### config.mk
export PLATFORM = sky130hd
export DESIGN_NAME = smc_rd_seq
export DESIGN_NICKNAME = d
export VERILOG_FILES = /design/src/rtl/smc_rd_pkg.sv /design/src/rtl/smc_rd_cfg_bank.sv /design/src/rtl/smc_rd_timer.sv /design/src/rtl/smc_rd_window.sv /design/src/rtl/smc_rd_seq.sv
export SDC_FILE = /design/constraint.sdc
export NUM_CORES = 1
export LEC_CHECK = 0
export BUFFER_PORTS_ARGS = -buffer_cell sky130_fd_sc_hd__clkbuf_2
export CAP_MARGIN = 40
export CORE_MARGIN = 5
export CORE_UTILIZATION = 46
export CTS_CLUSTER_SIZE = 14
export DETAILED_ROUTE_END_ITERATION = 6
export HOLD_SLACK_MARGIN = 0.12
export PLACE_DENSITY_LB_ADDON = 0.12
export SLEW_MARGIN = 0
export SYNTH_ARGS = -nofsm -noshare
export SYNTH_HDL_FRONTEND = slang
export SYNTH_SLANG_ARGS = --single-unit
### constraint.sdc
create_clock -name clk_i -period 12.79 [get_ports clk_i]
set_input_delay 1.9185 -clock clk_i [delete_from_list [all_inputs] [get_ports clk_i]]
set_output_delay 1.9185 -clock clk_i [all_outputs]
set_load 0.005 [all_outputs]
### src/rtl/smc_rd_pkg.sv
package smc_rd_pkg;

  localparam int SETUP_W = 6;
  localparam int PULSE_W = 6;
  localparam int CYCLE_W = 7;
  localparam int SUM_W   = ((SETUP_W > PULSE_W) ? SETUP_W : PULSE_W) + 1;
  localparam int LEN_W   = (CYCLE_W > SUM_W) ? CYCLE_W : SUM_W;

  typedef struct packed {
    logic [SETUP_W-1:0] rd_setup;
    logic [PULSE_W-1:0] rd_pulse;
    logic [SETUP_W-1:0] cs_setup;
    logic [PULSE_W-1:0] cs_pulse;
    logic [CYCLE_W-1:0] cycle;
  } rd_timing_t;

  function automatic logic [LEN_W-1:0] eff_len(rd_timing_t t);
    logic [LEN_W-1:0] s_rd, s_cs, cyc, m;
    s_rd = LEN_W'(t.rd_setup) + LEN_W'(t.rd_pulse);
    s_cs = LEN_W'(t.cs_setup) + LEN_W'(t.cs_pulse);
    cyc  = LEN_W'(t.cycle);
    m    = (s_rd > s_cs) ? s_rd : s_cs;
    m    = (cyc > m) ? cyc : m;
    if (m == '0) m = LEN_W'(1);
    return m;
  endfunction

endpackage

### src/rtl/smc_rd_cfg_bank.sv
module smc_rd_cfg_bank
  import smc_rd_pkg::*;
#(
  parameter int NUM_CS = 4,
  localparam int IDX_W = (NUM_CS > 1) ? $clog2(NUM_CS) : 1
) (
  input  logic             clk_i,
  input  logic             rst_ni,
  input  logic             we_i,
  input  logic [IDX_W-1:0] wr_idx_i,
  input  rd_timing_t       wr_i,
  input  logic [IDX_W-1:0] rd_idx_i,
  output rd_timing_t       rd_o
);

  rd_timing_t regs_q [NUM_CS];
  rd_timing_t wr_clamped;

  always_comb begin
    wr_clamped = wr_i;
    if (wr_i.rd_pulse == '0) wr_clamped.rd_pulse = PULSE_W'(1);
    if (wr_i.cs_pulse == '0) wr_clamped.cs_pulse = PULSE_W'(1);
  end

  for (genvar g = 0; g < NUM_CS; g++) begin : g_cs
    always_ff @(posedge clk_i or negedge rst_ni) begin
      if (!rst_ni) begin
        regs_q[g].rd_setup <= '0;
        regs_q[g].rd_pulse <= PULSE_W'(1);
        regs_q[g].cs_setup <= '0;
        regs_q[g].cs_pulse <= PULSE_W'(1);
        regs_q[g].cycle    <= CYCLE_W'(1);
      end else if (we_i && (wr_idx_i == IDX_W'(g))) begin
        regs_q[g] <= wr_clamped;
      end
    end
  end

  assign rd_o = regs_q[rd_idx_i];

endmodule

### src/rtl/smc_rd_timer.sv
module smc_rd_timer
  import smc_rd_pkg::*;
(
  input  logic             clk_i,
  input  logic             rst_ni,
  input  logic             start_i,
  input  logic [LEN_W-1:0] len_i,
  output logic             act_o,
  output logic [LEN_W-1:0] cnt_o,
  output logic             last_o
);

  logic             act_q;
  logic [LEN_W-1:0] cnt_q;

  assign last_o = act_q && (cnt_q == len_i - LEN_W'(1));

  always_ff @(posedge clk_i or negedge rst_ni) begin
    if (!rst_ni) begin
      act_q <= 1'b0;
      cnt_q <= '0;
    end else if (start_i) begin
      act_q <= 1'b1;
      cnt_q <= '0;
    end else if (last_o) begin
      act_q <= 1'b0;
      cnt_q <= '0;
    end else if (act_q) begin
      cnt_q <= cnt_q + LEN_W'(1);
    end
  end

  assign act_o = act_q;
  assign cnt_o = cnt_q;

endmodule

### src/rtl/smc_rd_window.sv
module smc_rd_window
  import smc_rd_pkg::*;
(
  input  logic               en_i,
  input  logic [LEN_W-1:0]   cnt_i,
  input  logic [SETUP_W-1:0] setup_i,
  input  logic [PULSE_W-1:0] pulse_i,
  output logic               on_o,
  output logic               end_o
);

  logic [LEN_W:0] lo, hi, c;

  assign c     = {1'b0, cnt_i};
  assign lo    = (LEN_W+1)'(setup_i);
  assign hi    = lo + (LEN_W+1)'(pulse_i);
  assign on_o  = en_i && (c >= lo) && (c < hi);
  // final clock of the window: edge after it deasserts the strobe
  assign end_o = en_i && (c + (LEN_W+1)'(1) == hi);

endmodule

### src/rtl/smc_rd_seq.sv
module smc_rd_seq
  import smc_rd_pkg::*;
#(
  parameter int NUM_CS = 4,
  parameter int ADDR_W = 24,
  parameter int DATA_W = 32,
  localparam int IDX_W = (NUM_CS > 1) ? $clog2(NUM_CS) : 1
) (
  input  logic               clk_i,
  input  logic               rst_ni,
  input  logic               cfg_we_i,
  input  logic [IDX_W-1:0]   cfg_cs_i,
  input  logic [SETUP_W-1:0] cfg_rd_setup_i,
  input  logic [PULSE_W-1:0] cfg_rd_pulse_i,
  input  logic [SETUP_W-1:0] cfg_cs_setup_i,
  input  logic [PULSE_W-1:0] cfg_cs_pulse_i,
  input  logic [CYCLE_W-1:0] cfg_cycle_i,
  input  logic               req_i,
  input  logic [IDX_W-1:0]   req_cs_i,
  input  logic [ADDR_W-1:0]  req_addr_i,
  output logic               req_rdy_o,
  output logic [ADDR_W-1:0]  mem_addr_o,
  output logic [NUM_CS-1:0]  mem_ncs_o,
  output logic               mem_nrd_o,
  input  logic [DATA_W-1:0]  mem_data_i,
  output logic               rd_ack_o,
  output logic [DATA_W-1:0]  rd_data_o
);

  rd_timing_t       cfg_wr, cfg_sel, cur_q;
  logic [LEN_W-1:0] len_q;
  logic [IDX_W-1:0] cs_q;
  logic [ADDR_W-1:0] addr_q;
  logic             accept;
  logic             tmr_act, tmr_last;
  logic [LEN_W-1:0] tmr_cnt;
  logic             rd_on, rd_end, cs_on, cs_end;
  logic [DATA_W-1:0] cap_q, data_q;
  logic             ack_q;

  assign cfg_wr = '{rd_setup: cfg_rd_setup_i, rd_pulse: cfg_rd_pulse_i,
                    cs_setup: cfg_cs_setup_i, cs_pulse: cfg_cs_pulse_i,
                    cycle: cfg_cycle_i};

  smc_rd_cfg_bank #(.NUM_CS(NUM_CS)) u_bank (
    .clk_i    (clk_i),
    .rst_ni   (rst_ni),
    .we_i     (cfg_we_i),
    .wr_idx_i (cfg_cs_i),
    .wr_i     (cfg_wr),
    .rd_idx_i (req_cs_i),
    .rd_o     (cfg_sel)
  );

  assign req_rdy_o = !tmr_act || tmr_last;
  assign accept    = req_i && req_rdy_o;

  // timing is frozen at acceptance
  always_ff @(posedge clk_i or negedge rst_ni) begin
    if (!rst_ni) begin
      cur_q  <= '0;
      len_q  <= LEN_W'(1);
      cs_q   <= '0;
      addr_q <= '0;
    end else if (accept) begin
      cur_q  <= cfg_sel;
      len_q  <= eff_len(cfg_sel);
      cs_q   <= req_cs_i;
      addr_q <= req_addr_i;
    end
  end

  smc_rd_timer u_timer (
    .clk_i   (clk_i),
    .rst_ni  (rst_ni),
    .start_i (accept),
    .len_i   (len_q),
    .act_o   (tmr_act),
    .cnt_o   (tmr_cnt),
    .last_o  (tmr_last)
  );

  smc_rd_window u_win_rd (
    .en_i    (tmr_act),
    .cnt_i   (tmr_cnt),
    .setup_i (cur_q.rd_setup),
    .pulse_i (cur_q.rd_pulse),
    .on_o    (rd_on),
    .end_o   (rd_end)
  );

  smc_rd_window u_win_cs (
    .en_i    (tmr_act),
    .cnt_i   (tmr_cnt),
    .setup_i (cur_q.cs_setup),
    .pulse_i (cur_q.cs_pulse),
    .on_o    (cs_on),
    .end_o   (cs_end)
  );

  assign mem_nrd_o  = !rd_on;
  assign mem_addr_o = addr_q;

  for (genvar g = 0; g < NUM_CS; g++) begin : g_ncs
    assign mem_ncs_o[g] = !(cs_on && (cs_q == IDX_W'(g)));
  end

  always_ff @(posedge clk_i or negedge rst_ni) begin
    if (!rst_ni) begin
      cap_q  <= '0;
      data_q <= '0;
      ack_q  <= 1'b0;
    end else begin
      if (rd_end) cap_q <= mem_data_i;
      ack_q <= tmr_last;
      if (tmr_last) data_q <= rd_end ? mem_data_i : cap_q;
    end
  end

  assign rd_ack_o  = ack_q;
  assign rd_data_o = data_q;

  logic unused_cs_end;
  assign unused_cs_end = cs_end;

endmodule

==> results.py, run 1 <==
metrics = {
    "outcome": {
        "run_status": "complete, no violations",
    },
    "floorplanning": {
        "die_y_microns": 176.9,
        "num_rows": 61,
        "io_pins": 158,
        "die_w_microns": 176.9,
        "start_util_pct": 46.37,
        "core_sq_mm": 0.02763,
        "dieArea_sq_mm": 0.03129,
    },
    "yosys": {
        "synthTopCellsByArea": "dfrtp_1 47%, mux2_2 15%, ha_1 6.3%, mux4_2 5.4%, mux2_4 3.5%",
        "yosys_warnings": 0,
        "synth-edff-count": 0,
        "ys.flop_type": "dfrtp_1",
        "synthesis.area_sq_mm": 0.01281,
        "synth-async-reset-ratio_pct": 100.0,
        "yosysSeqAreaShare_pct": 49.74,
        "ys_ff_latch": 254,
        "avgSynthCellArea_sq_um": 13.73,
        "yosysTopAreaCell": "dfrtp_1",
        "synth_top_area_share_pct": 47.07,
        "synth_cell_types": 63,
        "netlist_instances": 933,
        "synth_nets": 1097,
    },
    "worst_setup_path": {
        "critPathKind": "in2reg",
        "critPathLaunchType": "input port",
        "crit_path_max_incr_delay_ns": 0.62,
        "crit_fanout": 32,
        "worstReg2RegStart": "u_bank.regs_q[9]$_DFFE_PN0P_",
        "r2r_setup_slack_ns": 6.97,
        "path_common_cell": "ha_1",
        "crit_path_top_delay_cell": "mux4_2",
        "cp.arrival_ns": 8.03,
        "rr_endpoint": "len_q[0]$_DFFE_PN1P_",
        "worst_r2r_path_depth": 19,
        "cp-end-kind": "register",
        "crit_required_ns": 13.27,
        "cp_cell_sequence": "clkbuf_2 -> buf_4 -> mux4_2 -> ha_1 -> o21ai_0 -> or4b_2 -> o2111ai_1 -> inv_1 -> ha_1 -> nand4_1 -> nor2_1 -> a21o_1 -> mux2_2 -> ha_1 -> nand3_1 -> a211o_1 -> a21oi_1 -> nand2b_1 -> a211o_1 -> o41ai_1 -> mux2_2",
    },
    "cts": {
        "cts_sinks": 254,
        "postCtsSetupBuffers": 0,
        "cts-buffers-inserted": 29,
        "cts.repair.resized": 0,
        "insertion_delay_ns": 0.55,
        "ctsHoldBuffers": 0,
        "clkSlewWorstSetupHoldPaths_ns": 0.06,
        "clockBufferDepth": 3,
        "ctsRootBufferMaster": "clkbuf_16",
        "cts_max_level": 1,
        "cts_tree": "yes",
    },
    "sta": {
        "finalCritPeriodShare_pct": 59.04,
        "finalSetupTns_ns": 0,
        "skew_ns": 0.02278,
        "finalMaxSlewViolations": 0,
        "hold_viol_final": 0,
        "rsz0062_at_grt": "no",
        "min_period_ns": 7.552,
        "fmax_ghz": 0.1324,
        "whs_ns": 0.4826,
        "relSlewSlack_pct": 36.83,
        "setup_viol": 0,
        "tightestPinTransition_ns": 0.9475,
    },
    "route": {
        "drt_first_pass_iters": 4,
        "vias": 8021,
        "wl_per_cell_microns": 18.02,
        "final_antenna_net_count": 0,
        "vias_per_cell": 5.376,
        "routed_wl_microns": 26890,
        "drtIter0Drc": 326,
        "drc": 0,
    },
    "layout": {
        "final_util_pct": 54.05,
        "finalNonFillerCells": 1492,
        "layout-drive-gt1-share_pct": 42.10,
        "diodes": 0,
        "areaGrowthSynthToFinish_pct": 16.56,
        "nets": 1258,
    },
    "place": {
        "portBuffers": 157,
        "hpwlAfterDp_microns": 18490,
        "gp_congestion": 0.8251,
        "dp.cells": 1441,
    },
    "grt": {
        "grt_max_degree": 124,
        "grt_first_pass_wirelength_microns": 43930,
        "track_usage_pct": 17.18,
        "grt_pass1_vias": 8289,
        "antenna_found_initial": 0,
        "globalRouteOverflowTotal": 0,
    },
    "flow_run": {
        "maxCapViolations": 0,
    },
    "power": {
        "power.switching_w": 0.001225,
        "power_frac_comb_pct": 43.9,
        "seqPwrFrac_pct": 33.5,
        "p_per_area_mw_per_mm2": 236.6,
        "p_leak_nw": 7.109,
        "internal_power_w": 0.002308,
        "p_sw_share_pct": 34.68,
        "p_total_w": 0.003533,
        "clkPwrFrac_pct": 22.5,
        "power.ir.vdd_worst_mv": 0.1408,
    },
    "worst_hold_path": {
        "hold_depth": 1,
        "hold_path_class": "reg2reg",
        "min-delay-start": "rd_data_o[12]$_DFFE_PN0P_",
        "holdPathEnd": "rd_data_o[12]$_DFFE_PN0P_",
    },
}
[layout make-up]
type                            count  area [sq um]
Multi-Input combinational cell    610          6151
Clock buffer                       46         839.6
Clock inverter                      5         78.83
Sequential cell                   254          6372
Tap cell                          378         473.0
Inverter                           30         112.6
Timing Repair Buffer              169         905.9
Fill cell                        2351         12700
[worst max-delay path by stage]
stage                     start              endpoint  cells past startpoint
floorplan           req_cs_i[0]  len_q[0]$_DFFE_PN1P_                     23
global placement    req_cs_i[0]  len_q[0]$_DFFE_PN1P_                     21
detailed placement  req_cs_i[0]  len_q[0]$_DFFE_PN1P_                     21
CTS                 req_cs_i[0]  len_q[0]$_DFFE_PN1P_                     21
global route        req_cs_i[0]  len_q[0]$_DFFE_PN1P_                     21
finish              req_cs_i[0]  len_q[0]$_DFFE_PN1P_                     21
[cell usage in the layout, fill, tap and decap left out, types with 4 or more instances in the layout]
cell and instances:
mux4_2 31, clkbuf_1 12, a21oi_1 28, nor2_1 31
and3_1 4, clkbuf_16 29, fa_1 4, nor2b_1 5
a21o_1 23, nor3_1 7, nand3_1 9, xor2_1 12
dfstp_2 13, nand2b_1 6, buf_4 11, clkbuf_2 156
clkbuf_8 5, o21ai_0 25, xnor2_1 17, nand3b_1 4
o21bai_1 7, mux2_4 30, dfrtp_1 241, or3_1 4
inv_1 30, mux2_1 30, a211o_1 4, mux2_2 176
ha_1 65, nand4_1 6, a211oi_1 8, nand2_1 18
o21a_1 5, o2111ai_1 5
[registers in the layout, summed over array words and instances, names as in the netlist]
signal and count:
len_q 7, cs_q 2, u_bank.regs_q 124, u_timer.act_o 1
mem_addr_o 24, rd_ack_o 1, rd_data_o 32, cap_q 32
cur_q 24, u_timer.cnt_o 7
[power by group through the flow]
stage | Clock [W] | Sequential (W) | Combinational, W
2_1_floorplan | 0 | 0.00114 | 0.00121
3_3_place_gp | 0 | 0.00119 | 0.00153
3_5_place_dp | 0 | 0.00120 | 0.00155
4_1_cts | 0.000821 | 0.00119 | 0.00157
5_1_grt | 0.000854 | 0.00121 | 0.00174
6_report | 0.000796 | 0.00118 | 0.00155
[metal layers]
layer	track usage [%]	share of wire, %
met5	0	0
met3	2.564	4.1
met4	3.546	1.9
met1	25.09	48
met2	27.56	46
[worst max-delay path, delay by kind of cell]
| kind | cells | cell delay, ns |
|---|---|---|
| AO/OA/AOI/OAI | 7 | 1.90 |
| multiplexers | 3 | 1.23 |
| buffers and inverters | 3 | 0.68 |
| adder cells (fa/ha/maj) | 3 | 0.99 |
| AND/OR/NAND/NOR | 5 | 1.29 |
[cell families (layout without fill, tap and decap cells)]
family | after synthesis | count (layout) | synth area share [%]
DFF | 254 | 254 | 49.74
and+or+nand+nor | 111 | 111 | 4.532
buffers and inverters | 69 | 250 | 2.344
adders and majority gates | 69 | 69 | 6.973
AOI/OAI and AO/OA | 130 | 130 | 6.944
muxes | 270 | 270 | 27.31
xor gates and xnor gates | 30 | 30 | 2.158
[metrics by stage]
stage               cell area (sq um)  setup slack, ns
finish                          14930            5.238
global route                    14930            4.926
CTS                             14930            5.291
detailed placement              14010            4.750
global placement                13990            4.942
floorplan                       12810            4.809
[cells in the mapped netlist (4+ instances only)]
cell type / instances
nor2b_1: 5
xor2_1: 12
ha_1: 65
o21a_1: 5
mux4_2: 31
a21o_1: 23
o21bai_1: 7
o21ai_0: 25
a21oi_1: 28
nand4_1: 6
nor3_1: 8
mux2_4: 30
o2111ai_1: 5
dfstp_2: 13
a211oi_1: 8
buf_2: 15
nand3_1: 9
clkbuf_1: 20
nor2_1: 31
dfrtp_1: 241
xnor2_1: 17
and3_1: 4
inv_1: 30
a211o_1: 4
nand2_1: 19
or3_1: 4
mux2_1: 30
nand2b_1: 6
nand3b_1: 4
mux2_2: 176
fa_1: 4
No activity file was read; power rests on OpenSTA's default activity.
==> inputs of run 2 (changes only) <==
--- a/config.mk
+++ b/config.mk
@@ -5,6 +5,7 @@
 export SDC_FILE = /design/constraint.sdc
 export NUM_CORES = 1
 export LEC_CHECK = 0
+export ABC_AREA = 1
 export BUFFER_PORTS_ARGS = -buffer_cell sky130_fd_sc_hd__clkbuf_2
 export CAP_MARGIN = 40
 export CORE_MARGIN = 5
==> constraint.sdc (replaced) <==
create_clock -name clk_i -period 7.03 [get_ports clk_i]
set_input_delay 1.0545 -clock clk_i [delete_from_list [all_inputs] [get_ports clk_i]]
set_output_delay 1.0545 -clock clk_i [all_outputs]
set_load 0.005 [all_outputs]
==> results.py, run 2 <==
metrics = {
    "outcome": {
        "run_status": "complete, no violations",
    },
    "sta": {
        "relSlewSlack_pct": 39.94,
        "skew_ns": 0.02337,
        "setup_viol": 0,
        "rsz0062_at_grt": "no",
        "finalCritPeriodShare_pct": 80.63,
        "fmax_ghz": 0.1764,
        "finalSetupTns_ns": 0,
        "min_period_ns": 5.668,
        "hold_viol_final": 0,
        "tightestPinTransition_ns": 0.9009,
        "finalMaxSlewViolations": 0,
    },
    "cts": {
        "postCtsSetupBuffers": 0,
        "clockBufferDepth": 3,
        "cts_sinks": 254,
        "cts_tree": "yes",
        "insertion_delay_ns": 0.55,
        "ctsHoldBuffers": 0,
        "cts-buffers-inserted": 30,
        "cts_max_level": 1,
        "cts.repair.resized": 0,
        "clkSlewWorstSetupHoldPaths_ns": 0.05,
        "ctsRootBufferMaster": "clkbuf_16",
    },
    "worst_setup_path": {
        "worst_r2r_path_depth": 27,
        "worstReg2RegStart": "u_bank.regs_q[59]$_DFFE_PN0P_",
        "cp.arrival_ns": 6.13,
        "startpoint": "req_cs_i[0]",
        "crit_fanout": 25,
        "crit_path_top_delay_cell": "clkinv_1",
        "path_common_cell": "nand2_1",
        "critPathKind": "in2reg",
        "r2r_setup_slack_ns": 2.49,
        "crit_path_max_incr_delay_ns": 0.57,
        "crit_required_ns": 7.50,
        "critPathLaunchType": "input port",
        "rr_endpoint": "len_q[0]$_DFFE_PN1P_",
        "cp-end-kind": "register",
    },
    "yosys": {
        "ys.flop_type": "dfrtp_1",
        "netlist_instances": 1623,
        "synth-async-reset-ratio_pct": 100.0,
        "synthTopCellsByArea": "dfrtp_1 45%, nand2_1 11%, o21ai_0 7.2%, ha_1 6.1%, inv_1 5.0%",
        "synth_top_area_share_pct": 45.39,
        "yosysSeqAreaShare_pct": 47.96,
        "synth_commonest_cells": "404 x nand2_1, 241 x dfrtp_1, 192 x o21ai_0",
        "avgSynthCellArea_sq_um": 8.186,
        "synth_cell_types": 44,
        "yosysTopAreaCell": "dfrtp_1",
        "synthesis.area_sq_mm": 0.01329,
        "synth_most_common_cell": "nand2_1",
        "synth_nets": 1787,
        "ys_ff_latch": 254,
        "synth-edff-count": 0,
        "yosys_warnings": 0,
    },
    "grt": {
        "track_usage_pct": 19.86,
        "antenna_found_initial": 0,
        "grt_max_degree": 144,
        "globalRouteOverflowTotal": 0,
        "grt_pass1_vias": 10813,
        "grt_first_pass_wirelength_microns": 54830,
    },
    "place": {
        "portBuffers": 157,
        "dp.cells": 2106,
        "gp_congestion": 0.8694,
        "hpwlAfterDp_microns": 21960,
        "placed_area_sq_mm": 0.01446,
    },
    "layout": {
        "largest_register_ffs": 124,
        "design_area_sq_mm": 0.01542,
        "finalNonFillerCells": 2162,
        "layout_commonest_cell": "nand2_1",
        "diodes": 0,
        "areaGrowthSynthToFinish_pct": 16.04,
        "nets": 1918,
        "regMostFlops": "u_bank.regs_q",
        "final_cell_mix": "401 x nand2_1, 241 x dfrtp_1, 192 x o21ai_0, 176 x inv_1, 156 x clkbuf_2",
        "layout-drive-gt1-share_pct": 16.03,
    },
    "route": {
        "drtIter0Drc": 648,
        "final_antenna_net_count": 0,
        "vias_per_cell": 5.063,
        "vias": 10946,
        "routed_wl_microns": 32220,
        "drt_first_pass_iters": 5,
        "drc": 0,
        "wl_per_cell_microns": 14.90,
    },
    "floorplanning": {
        "start_util_pct": 46.42,
        "die_y_microns": 180.0,
        "num_rows": 62,
        "core_sq_mm": 0.02863,
        "io_pins": 158,
        "dieArea_sq_mm": 0.03238,
        "die_w_microns": 180.0,
    },
    "worst_hold_path": {
        "min-delay-start": "mem_addr_o[9]$_DFFE_PN0P_",
        "hold_depth": 2,
        "hold_path_class": "reg2reg",
        "holdPathEnd": "mem_addr_o[9]$_DFFE_PN0P_",
    },
    "power": {
        "p_per_area_mw_per_mm2": 427.8,
        "power.ir.vdd_worst_mv": 0.2376,
        "p_total_w": 0.006596,
        "p_leak_nw": 8.156,
    },
    "flow_run": {
        "maxCapViolations": 0,
    },
}
## run 2: metal layers
layer	wire (microns)	up-vias	global-route usage (%)
met1	15380	5110	28.34
met2	14770	248	32.68
met5	0	-	0
met3	1438	46	2.870
li1	-	5542	-
met4	627	0	3.932
## run 2: cell families (layout without fill, tap and decap cells)
family	count (synthesis)	count (layout)	synth area share [%]
AOI/OAI and AO/OA	285	285	11.48
DFF	254	254	47.96
xor gates and xnor gates	20	20	1.563
buffers and inverters	258	413	7.835
and+or+nand+nor	737	737	24.44
adders and majority gates	69	69	6.724
## run 2: layout make-up
cell class | instances | area (sq um)
clock inverter | 5 | 28.78
clock buffer | 51 | 930.9
tap | 384 | 480.5
inverter | 178 | 668.1
sequential | 254 | 6372
multi-input combinational | 1111 | 5891
timing repair buffer | 179 | 1046
fill | 2729 | 13210
## run 2: worst max-delay path by stage
stage,to,cells after the start
after floorplan,len_q[0]$_DFFE_PN1P_,33
after global placement,len_q[0]$_DFFE_PN1P_,32
after detailed placement,len_q[0]$_DFFE_PN1P_,31
after CTS,len_q[0]$_DFFE_PN1P_,32
after global routing,len_q[0]$_DFFE_PN1P_,32
final,len_q[0]$_DFFE_PN1P_,33
## run 2: report_power, final
| part | internal, W | switching (W) |
|---|---|---|
| logic | 0.00111 | 0.00177 |
| registers | 0.00195 | 0.000289 |
| clock network | 0.000893 | 0.000588 |
| total | 0.00395 | 0.00265 |
## run 2: critical path, delay by kind of cell
kind / cells / cell delay [ns]
compound gates: 2 / 0.29
simple gates: 23 / 2.48
fa+ha+maj: 3 / 0.90
buf+inv: 5 / 1.39
## run 2: metrics by stage
step | hold slack [ns] | util [%] | worst slack, ns
3_3_place_gp | 0.4532 | 50.15 | 0.9734
3_5_place_dp | 0.4582 | 50.51 | 0.8931
5_1_grt | 0.4910 | 53.86 | 0.8016
4_1_cts | 0.4729 | 53.86 | 1.451
6_report | 0.4676 | 53.86 | 1.362
2_1_floorplan | 0.4478 | - | 1.699
==> inputs of run 3 (changes only) <==
--- a/config.mk
+++ b/config.mk
@@ -5,7 +5,7 @@
 export SDC_FILE = /design/constraint.sdc
 export NUM_CORES = 1
 export LEC_CHECK = 0
-export ABC_AREA = 1
+export ABC_AREA = 0
 export BUFFER_PORTS_ARGS = -buffer_cell sky130_fd_sc_hd__clkbuf_2
 export CAP_MARGIN = 40
 export CORE_MARGIN = 5
==> constraint.sdc (replaced) <==
create_clock -name clk_i -period 5.9 [get_ports clk_i]
set_input_delay 0.885 -clock clk_i [delete_from_list [all_inputs] [get_ports clk_i]]
set_output_delay 0.885 -clock clk_i [all_outputs]
set_load 0.005 [all_outputs]
==> results.py, run 3 (synthesized netlist as in run 1, its figures left out) <==
metrics = {
    "layout": {
        "layout-drive-gt1-share_pct": 45.91,
        "final_cell_mix": "241 x dfrtp_1, 175 x mux2_2, 156 x clkbuf_2, 62 x ha_1, 51 x buf_4",
        "design_area_sq_mm": 0.01545,
        "diodes": 0,
        "final_util_pct": 55.91,
        "areaGrowthSynthToFinish_pct": 20.59,
        "nets": 1302,
        "layout_commonest_cell": "dfrtp_1",
        "largest_register_ffs": 124,
        "regMostFlops": "u_bank.regs_q",
    },
    "grt": {
        "grt_first_pass_wirelength_microns": 44630,
        "track_usage_pct": 17.40,
        "antenna_found_initial": 0,
        "globalRouteOverflowTotal": 0,
        "grt_pass1_vias": 8473,
        "grt_max_degree": 129,
    },
    "worst_setup_path": {
        "critPathKind": "in2reg",
        "r2r_setup_slack_ns": 0.66,
        "cp.arrival_ns": 6.06,
        "crit_fanout": 18,
        "crit_required_ns": 6.39,
        "worst_r2r_path_depth": 20,
        "rr_endpoint": "len_q[0]$_DFFE_PN1P_",
        "worstReg2RegStart": "u_bank.regs_q[25]$_DFFE_PN0P_",
        "cp-end-kind": "register",
        "critPathLaunchType": "input port",
    },
    "floorplanning": {
        "io_pins": 158,
        "num_rows": 61,
        "die_y_microns": 176.9,
        "dieArea_sq_mm": 0.03129,
        "core_sq_mm": 0.02763,
        "start_util_pct": 46.37,
        "die_w_microns": 176.9,
    },
    "worst_hold_path": {
        "hold_path_class": "in2async",
    },
    "place": {
        "portBuffers": 157,
        "pre_cts_ws_ns": -0.1796,
        "hpwlAfterDp_microns": 19040,
        "gp_congestion": 0.8370,
        "placed_area_sq_mm": 0.01446,
    },
    "cts": {
        "clkSlewWorstSetupHoldPaths_ns": 0.06,
        "ctsRootBufferMaster": "clkbuf_16",
        "insertion_delay_ns": 0.55,
        "postCtsSetupBuffers": 0,
        "cts_tree": "yes",
        "ctsHoldBuffers": 0,
        "cts_max_level": 1,
        "cts-buffers-inserted": 29,
        "cts_sinks": 254,
        "cts.repair.resized": 0,
        "clockBufferDepth": 3,
    },
    "sta": {
        "skew_ns": 0.02557,
        "setup_viol": 0,
        "fmax_ghz": 0.1794,
        "finalMaxSlewViolations": 0,
        "tightestPinTransition_ns": 0.9671,
        "finalCritPeriodShare_pct": 94.49,
        "rsz0062_at_grt": "no",
        "finalSetupTns_ns": 0,
        "relSlewSlack_pct": 35.53,
        "min_period_ns": 5.575,
        "final.setup.worst_slack_ns": 0.3253,
        "hold_viol_final": 0,
    },
    "route": {
        "drt_first_pass_iters": 4,
        "drc": 0,
        "routed_wl_microns": 27160,
        "final_antenna_net_count": 0,
        "drtIter0Drc": 347,
        "wl_per_cell_microns": 17.65,
        "vias_per_cell": 5.270,
        "vias": 8110,
    },
    "flow_run": {
        "maxCapViolations": 0,
    },
    "power": {
        "p_leak_nw": 7.388,
        "p_per_area_mw_per_mm2": 532.6,
        "power.ir.vdd_worst_mv": 0.2757,
    },
    "outcome": {
        "run_status": "complete, no violations",
    },
}
[run 3: changes by cell type in the layout (fill, tap and decap cells not counted), moves of 28 or more]
cell     delta
o21ai_0   -167
nor2_1     -68
buf_4      +34
nand2_2    -33
mux4_2     +31
nand4_1    -32
inv_1     -146
nand3_1   -100
mux2_1     +30
mux2_2    +175
nand2_1   -383
o22ai_1    -28
mux2_4     +31
and2_1     -33
[run 3: worst max path at each step]
stage | from | end | cells after the start
after global placement | req_cs_i[0] | len_q[0]$_DFFE_PN1P_ | 23
after CTS | req_cs_i[0] | len_q[0]$_DFFE_PN1P_ | 23
final | req_cs_i[0] | len_q[0]$_DFFE_PN1P_ | 22
after global routing | req_cs_i[0] | len_q[0]$_DFFE_PN1P_ | 23
after floorplan | req_cs_i[0] | len_q[0]$_DFFE_PN1P_ | 23
after detailed placement | req_cs_i[0] | len_q[0]$_DFFE_PN1P_ | 23
[run 3: power by group]
part | switching, W | leakage [nW] | internal [W]
registers | 0.000318 | 3.16 | 0.00225
clock network | 0.000723 | 0.486 | 0.00111
logic | 0.00176 | 3.75 | 0.00206
total | 0.00280 | 7.39 | 0.00542
[run 3: stage by stage]
step	total power [W]	hold WS [ns]	instances
floorplan	0.005218	0.4584	933
global placement	0.006338	0.4677	1483
detailed placement	0.006416	0.4730	1485
CTS	0.008316	0.4788	1539
global route	0.008872	0.4961	1539
finish	0.008227	0.4388	1539
[run 3: critical path: stages]
cell	delay (ns)
clkbuf_2	0.10
buf_12	0.19
mux4_2	0.53
ha_1	0.25
fa_2	0.36
a211oi_2	0.27
o21bai_1	0.12
a21o_1	0.19
ha_1	0.32
a21oi_1	0.20
o21ai_0	0.11
a2111oi_0	0.44
buf_4	0.20
or2_2	0.10
ha_1	0.26
a21oi_1	0.17
and3_4	0.20
a21oi_2	0.08
a221o_1	0.28
a211o_1	0.30
o41ai_2	0.29
mux2_4	0.19
[run 3: final cells by class]
type / count / area (sq um)
clock buffer: 40 / 827.0
clock inverter: 14 / 165.2
timing repair buffer: 213 / 1270
tap: 378 / 473.0
inverter: 30 / 112.6
multi-input combinational: 610 / 6228
fill: 2329 / 12180
sequential: 254 / 6372
[run 3: metal layers]
layer	GRT usage, %	vias to the layer above	wire (microns)
li1	-	3855	-
met1	24.78	4074	12850
met2	28.68	151	12820
met3	2.734	30	1083
met4	3.353	0	400
met5	0	-	0
